### src/rtl/ubCodecPkg.sv
package ubCodecPkg;

  localparam int BYTE_W     = 8;
  localparam int DATA_BYTES = 4;
  localparam int DATA_W     = BYTE_W * DATA_BYTES;
  localparam int CHECK_W    = BYTE_W;
  localparam int WORD_W     = DATA_W + CHECK_W;

  // even weight, nonzero, not all ones: keeps the constant words out of the code
  localparam logic [CHECK_W-1:0] CHECK_MASK = 8'h3C;

  // strobes from the decision logic to the data path
  typedef struct packed {
    logic [DATA_W-1:0] flipData;
    logic              passClean;
    logic              fixOne;
    logic              reject;
  } corrStrobe_t;

  function automatic logic [BYTE_W-1:0] rotLeft(input logic [BYTE_W-1:0] v, input int n);
    logic [BYTE_W-1:0] t;
    t = v;
    for (int k = 0; k < n; k++) t = {t[BYTE_W-2:0], t[BYTE_W-1]};
    return t;
  endfunction

  // odd-weight seeds from distinct rotation classes; the circulant of each
  // is invertible, so each lane's eight columns are independent
  function automatic logic [BYTE_W-1:0] laneSeed(input int lane);
    case (lane % 4)
      0:       return 8'h07;
      1:       return 8'h0B;
      2:       return 8'h13;
      default: return 8'h25;
    endcase
  endfunction

  function automatic logic [CHECK_W-1:0] columnOf(input int idx);
    logic [CHECK_W-1:0] c;
    if (idx < DATA_W) c = rotLeft(laneSeed(idx / BYTE_W), idx % BYTE_W);
    else              c = CHECK_W'(1) << (idx - DATA_W);
    return c;
  endfunction

  function automatic logic [WORD_W-1:0] rowMask(input int row);
    logic [WORD_W-1:0] m;
    logic [CHECK_W-1:0] c;
    m = '0;
    for (int idx = 0; idx < WORD_W; idx++) begin
      c = columnOf(idx);
      m[idx] = c[row];
    end
    return m;
  endfunction

endpackage

### src/rtl/ubParityTree.sv
module ubParityTree
  import ubCodecPkg::*;
(
  input  logic [WORD_W-1:0]  word,
  output logic [CHECK_W-1:0] parity
);

  for (genvar r = 0; r < CHECK_W; r++) begin : g_row
    localparam logic [WORD_W-1:0] ROW_SEL = rowMask(r);
    assign parity[r] = ^(word & ROW_SEL);
  end

endmodule

### src/rtl/ubDecodeCtl.sv
module ubDecodeCtl
  import ubCodecPkg::*;
(
  input  logic [CHECK_W-1:0] syndrome,
  output corrStrobe_t        strobe
);

  logic [WORD_W-1:0] colHit;

  for (genvar j = 0; j < WORD_W; j++) begin : g_cmp
    localparam logic [CHECK_W-1:0] COL_J = columnOf(j);
    assign colHit[j] = (syndrome == COL_J);
  end

  always_comb begin
    strobe.passClean = (syndrome == '0);
    strobe.fixOne    = |colHit;
    strobe.reject    = !strobe.passClean && !strobe.fixOne;
    strobe.flipData  = colHit[DATA_W-1:0];
  end

  always_comb begin
    // a syndrome names at most one bit position
    p_single_target_r8: assert ($onehot0(colHit))
      else $error("more than one column matched");
    // exactly one outcome is chosen
    p_one_outcome_r8: assert ($countones({strobe.passClean, strobe.fixOne, strobe.reject}) == 1)
      else $error("outcome strobes not exclusive");
  end

endmodule

### src/rtl/ubCorrectPath.sv
module ubCorrectPath
  import ubCodecPkg::*;
(
  input  logic [DATA_W-1:0] rawData,
  input  corrStrobe_t       strobe,
  output logic [DATA_W-1:0] outData
);

  always_comb begin
    outData = rawData ^ (strobe.fixOne ? strobe.flipData : '0);
  end

  always_comb begin
    // rejected words pass through untouched
    if (strobe.reject)
      p_reject_passthru_r9: assert (outData == rawData)
        else $error("data altered on reject");
    // a repair changes at most one data bit
    p_repair_one_bit_r2: assert ($countones(outData ^ rawData) <= 1)
      else $error("repair touched several bits");
  end

endmodule

### src/rtl/ubyteSecCodec.sv
module ubyteSecCodec
  import ubCodecPkg::*;
(
  input  logic [31:0] encData,
  output logic [7:0]  encCheck,
  input  logic [39:0] decWord,
  output logic [31:0] decData,
  output logic        decCorrected,
  output logic        decUncorrectable
);

  logic [CHECK_W-1:0] encParity;
  logic [CHECK_W-1:0] decParity;
  logic [CHECK_W-1:0] syndrome;
  corrStrobe_t        strobe;

  ubParityTree u_encTree (
    .word   ({{CHECK_W{1'b0}}, encData}),
    .parity (encParity)
  );

  ubParityTree u_decTree (
    .word   (decWord),
    .parity (decParity)
  );

  assign encCheck = encParity ^ CHECK_MASK;
  assign syndrome = decParity ^ CHECK_MASK;

  ubDecodeCtl u_ctl (
    .syndrome (syndrome),
    .strobe   (strobe)
  );

  ubCorrectPath u_path (
    .rawData (decWord[DATA_W-1:0]),
    .strobe  (strobe),
    .outData (decData)
  );

  assign decCorrected     = strobe.fixOne;
  assign decUncorrectable = strobe.reject;

  always_comb begin
    // the all-zero word is rejected
    if (decWord == '0)
      p_zero_word_r6: assert (decUncorrectable)
        else $error("all-zero word accepted");
    // the all-one word is rejected
    if (decWord == '1)
      p_ones_word_r7: assert (decUncorrectable)
        else $error("all-one word accepted");
  end

endmodule

### config.mk
export PLATFORM = sky130hd
export DESIGN_NAME = ubyteSecCodec
export DESIGN_NICKNAME = d
export VERILOG_FILES = /design/src/rtl/ubCodecPkg.sv /design/src/rtl/ubParityTree.sv /design/src/rtl/ubDecodeCtl.sv /design/src/rtl/ubCorrectPath.sv /design/src/rtl/ubyteSecCodec.sv
export SDC_FILE = /design/constraint.sdc
export NUM_CORES = 1
export LEC_CHECK = 0
export BUFFER_PORTS_ARGS = -buffer_cell sky130_fd_sc_hd__buf_4
export CORE_MARGIN = 10
export CORE_UTILIZATION = 30
export DETAILED_ROUTE_END_ITERATION = 12
export MAX_ROUTING_LAYER = met4
export PLACE_DENSITY = 0.52
export REMOVE_ABC_BUFFERS = 1
export SLEW_MARGIN = 0
export SYNTH_ARGS = -nofsm -noshare
export SYNTH_HDL_FRONTEND = slang
export SYNTH_SLANG_ARGS = --single-unit
### constraint.sdc
create_clock -name vclk -period 3.02
set_input_delay 0.302 -clock vclk [all_inputs]
set_output_delay 0.302 -clock vclk [all_outputs]
set_load 0.01 [all_outputs]
==> qor.csv <==
metric,value,unit
status,"finished, violations left",
violations in the final reports,negative setup slack,
Initial DRC Count,266,
syn avg cell area,8.002,um^2
mean routed wirelength per cell,19.16,um
crit path DAT,2.82,ns
placed cell count,608,
hold_sp,decWord[19],
post-route setup TNS,-0.4276,ns
Inserted Diodes,0,
Startpoint Class,primary input,
Final ANT Viol Nets,0,
# IOs,114,
period utilization,103.5,%
Lkg Pwr,0.002263,uW
# rows,33,
register area share after synthesis,0,%
CORE AREA,8134,um^2
maximum fanout along the worst path,3,
synth cell count leaders,"104 x xnor2_1, 46 x xor2_1, 36 x nor2_1, 24 x nor3_1, 10 x nand2_1",
drc violations,0,
vias in the first global route,3326,
synth top area cells,"xnor2_1 37%, xor2_1 16%, xnor3_1 7.2%",
met3 WL,568,um
Slew headroom,53.18,%
Seq cells,0,
fraction of layout instances using a drive strength above 1,64.50,%
GRT Overall Usage,18.01,%
max-slew violations,0,
worst path required time,2.72,ns
Initial Util,30.60,%
gpl congestion,0.8731,
max cap viols,0,
Max Freq,320.0,MHz
Area after DPL,4083,um^2
Setup Viol. Count Final,7,
Port-buffer cells,114,
Yosys warning count,0,
Filler Cell Count,644,
HPWL Detailed,9.489,mm
Met1 Wirelength,4.886,mm
Hold Slack,0.9250,ns
VDD IR-drop max,0.0006294,V
P&R area growth vs syn,108.9,%
Synth cell types,38,
Non-Filler Instances,629,
DR vias,3173,
worst hold endpoint,decData[19],
CP Class,primary input to output port,
total gr overflow,0,
cell taking the most area after synthesis,xnor2_1,
CP endpoint kind,output port,
min cycle time layout,3.125,ns
Hold Crit Class,primary input to output port,
WHS Path Cells,3,
first-pass GRT wire length,18.00,mm
DIE AREA,12340,um^2
Worst Tran Pin Value,0.6973,ns
Post-Route WL,12.05,mm
Chip Width,111.1,um
met2 wire len,6.324,mm
power density over the cells,622.5,nW/um^2
CLK BUF,0,
design area,5199,um^2
RSZ-0062 raised after global routing,true,
Max Used Layer,met4,
Storage cell area,0,um^2
post-synth top area share,36.60,%
most used standard cell by instance count after synthesis,xnor2_1,
initial antenna violation count,0,
final setup margin,-0.1051,ns
Mapped Area,2489,um^2
largest net degree at the start of global routing,9,
post-synthesis instance total,311,
Die Y,111.1,um
Nets,598,
area taken by multi-input logic gates,3369,um^2
final hold viol count,0,
DR pass1 iterations,4,
DR vias/cell,5.045,
==> layout by cell type (no fill, tap or decap), drive strengths merged <==
master,netlist,final
nor4,6,6
buf,2,214
xnor3,11,11
nor2,37,38
and3,8,8
nand4,1,1
a211oi,5,5
or3,3,3
o31ai,1,1
and2,2,2
nand2b,2,2
mux2,1,1
o221ai,3,3
a2111oi,2,2
o22ai,10,10
nand3,2,2
o211ai,2,2
a21oi,4,4
mux2i,1,1
o32ai,2,2
nand2,10,10
nor3b,2,2
nor3,27,27
inv,2,2
o21ai,4,4
xnor2,110,110
o21bai,3,3
xor2,47,48
==> kinds of logic after synthesis <==
kind of cell,share of synthesized area [%]
multiplexers,0.8547
buffers and inverters,0.8547
AO/OA/AOI/OAI,10.41
AND/OR/NAND/NOR,19.96
XOR/XNOR,67.92
==> worst max-delay path by stage <==
stage	end	slack [ns]	startpoint	cells after the start
after detailed placement	decCorrected	-0.27	decWord[25]	11
after global placement	decData[1]	-0.30	decWord[27]	11
after global routing	decCorrected	-0.21	decWord[2]	13
final	decCorrected	-0.11	decWord[28]	12
after CTS	decCorrected	-0.05	decWord[13]	12
after floorplan	decData[11]	0.30	decWord[9]	7
==> critical path, stage by stage <==
cell and delay [ns]:
buf_6 0.10, xor2_2 0.17, xnor3_2 0.53, xor2_2 0.20, buf_4 0.16, and3_1 0.18
nor2_1 0.46, nor4_4 0.08, nor4_2 0.18, nand4_1 0.14, nand2b_1 0.17, buf_4 0.14
==> cell type report <==
cell class / count / area share [%]
multi-input combinational: 308 / 64.81
tap: 105 / 2.527
inverter: 2 / 0.1444
timing repair buffer: 214 / 32.51
==> per-layer routing <==
layer	up-vias	track usage [%]
met1	1512	21.80
met2	123	32.43
li1	1509	-
met4	0	1.971
met5	-	-
met3	29	1.786
==> through the flow <==
stage | utilization (%) | setup slack, ns | total power, uW
CTS | 59.93 | -0.04974 | 2903
global route | 63.91 | -0.2109 | 3410
detailed placement | 50.19 | -0.2708 | 2285
floorplan | - | 0.2980 | 1218
global placement | 50.19 | -0.2955 | 2306
finish | 63.91 | -0.1051 | 3236
==> repair_timing <==
| item | CTS | global route |
|---|---|---|
| setup buffers | 21 | 4 |
| pin swaps | 46 | 25 |
| hold buffers | 0 | 0 |
| gates resized for setup | 119 | 56 |
| setup endpoints to repair | 31 | 34 |
| cloned | 2 | 0 |
==> where the power goes <==
| part | total [uW] | switching [uW] | internal [uW] |
|---|---|---|---|
| sequential | 0 | 0 | 0 |
| combinational | 3240 | 1710 | 1520 |
| clock | 0 | 0 | 0 |
| total | 3240 | 1710 | 1520 |
Note: power is estimated with default switching activity, not from simulation.
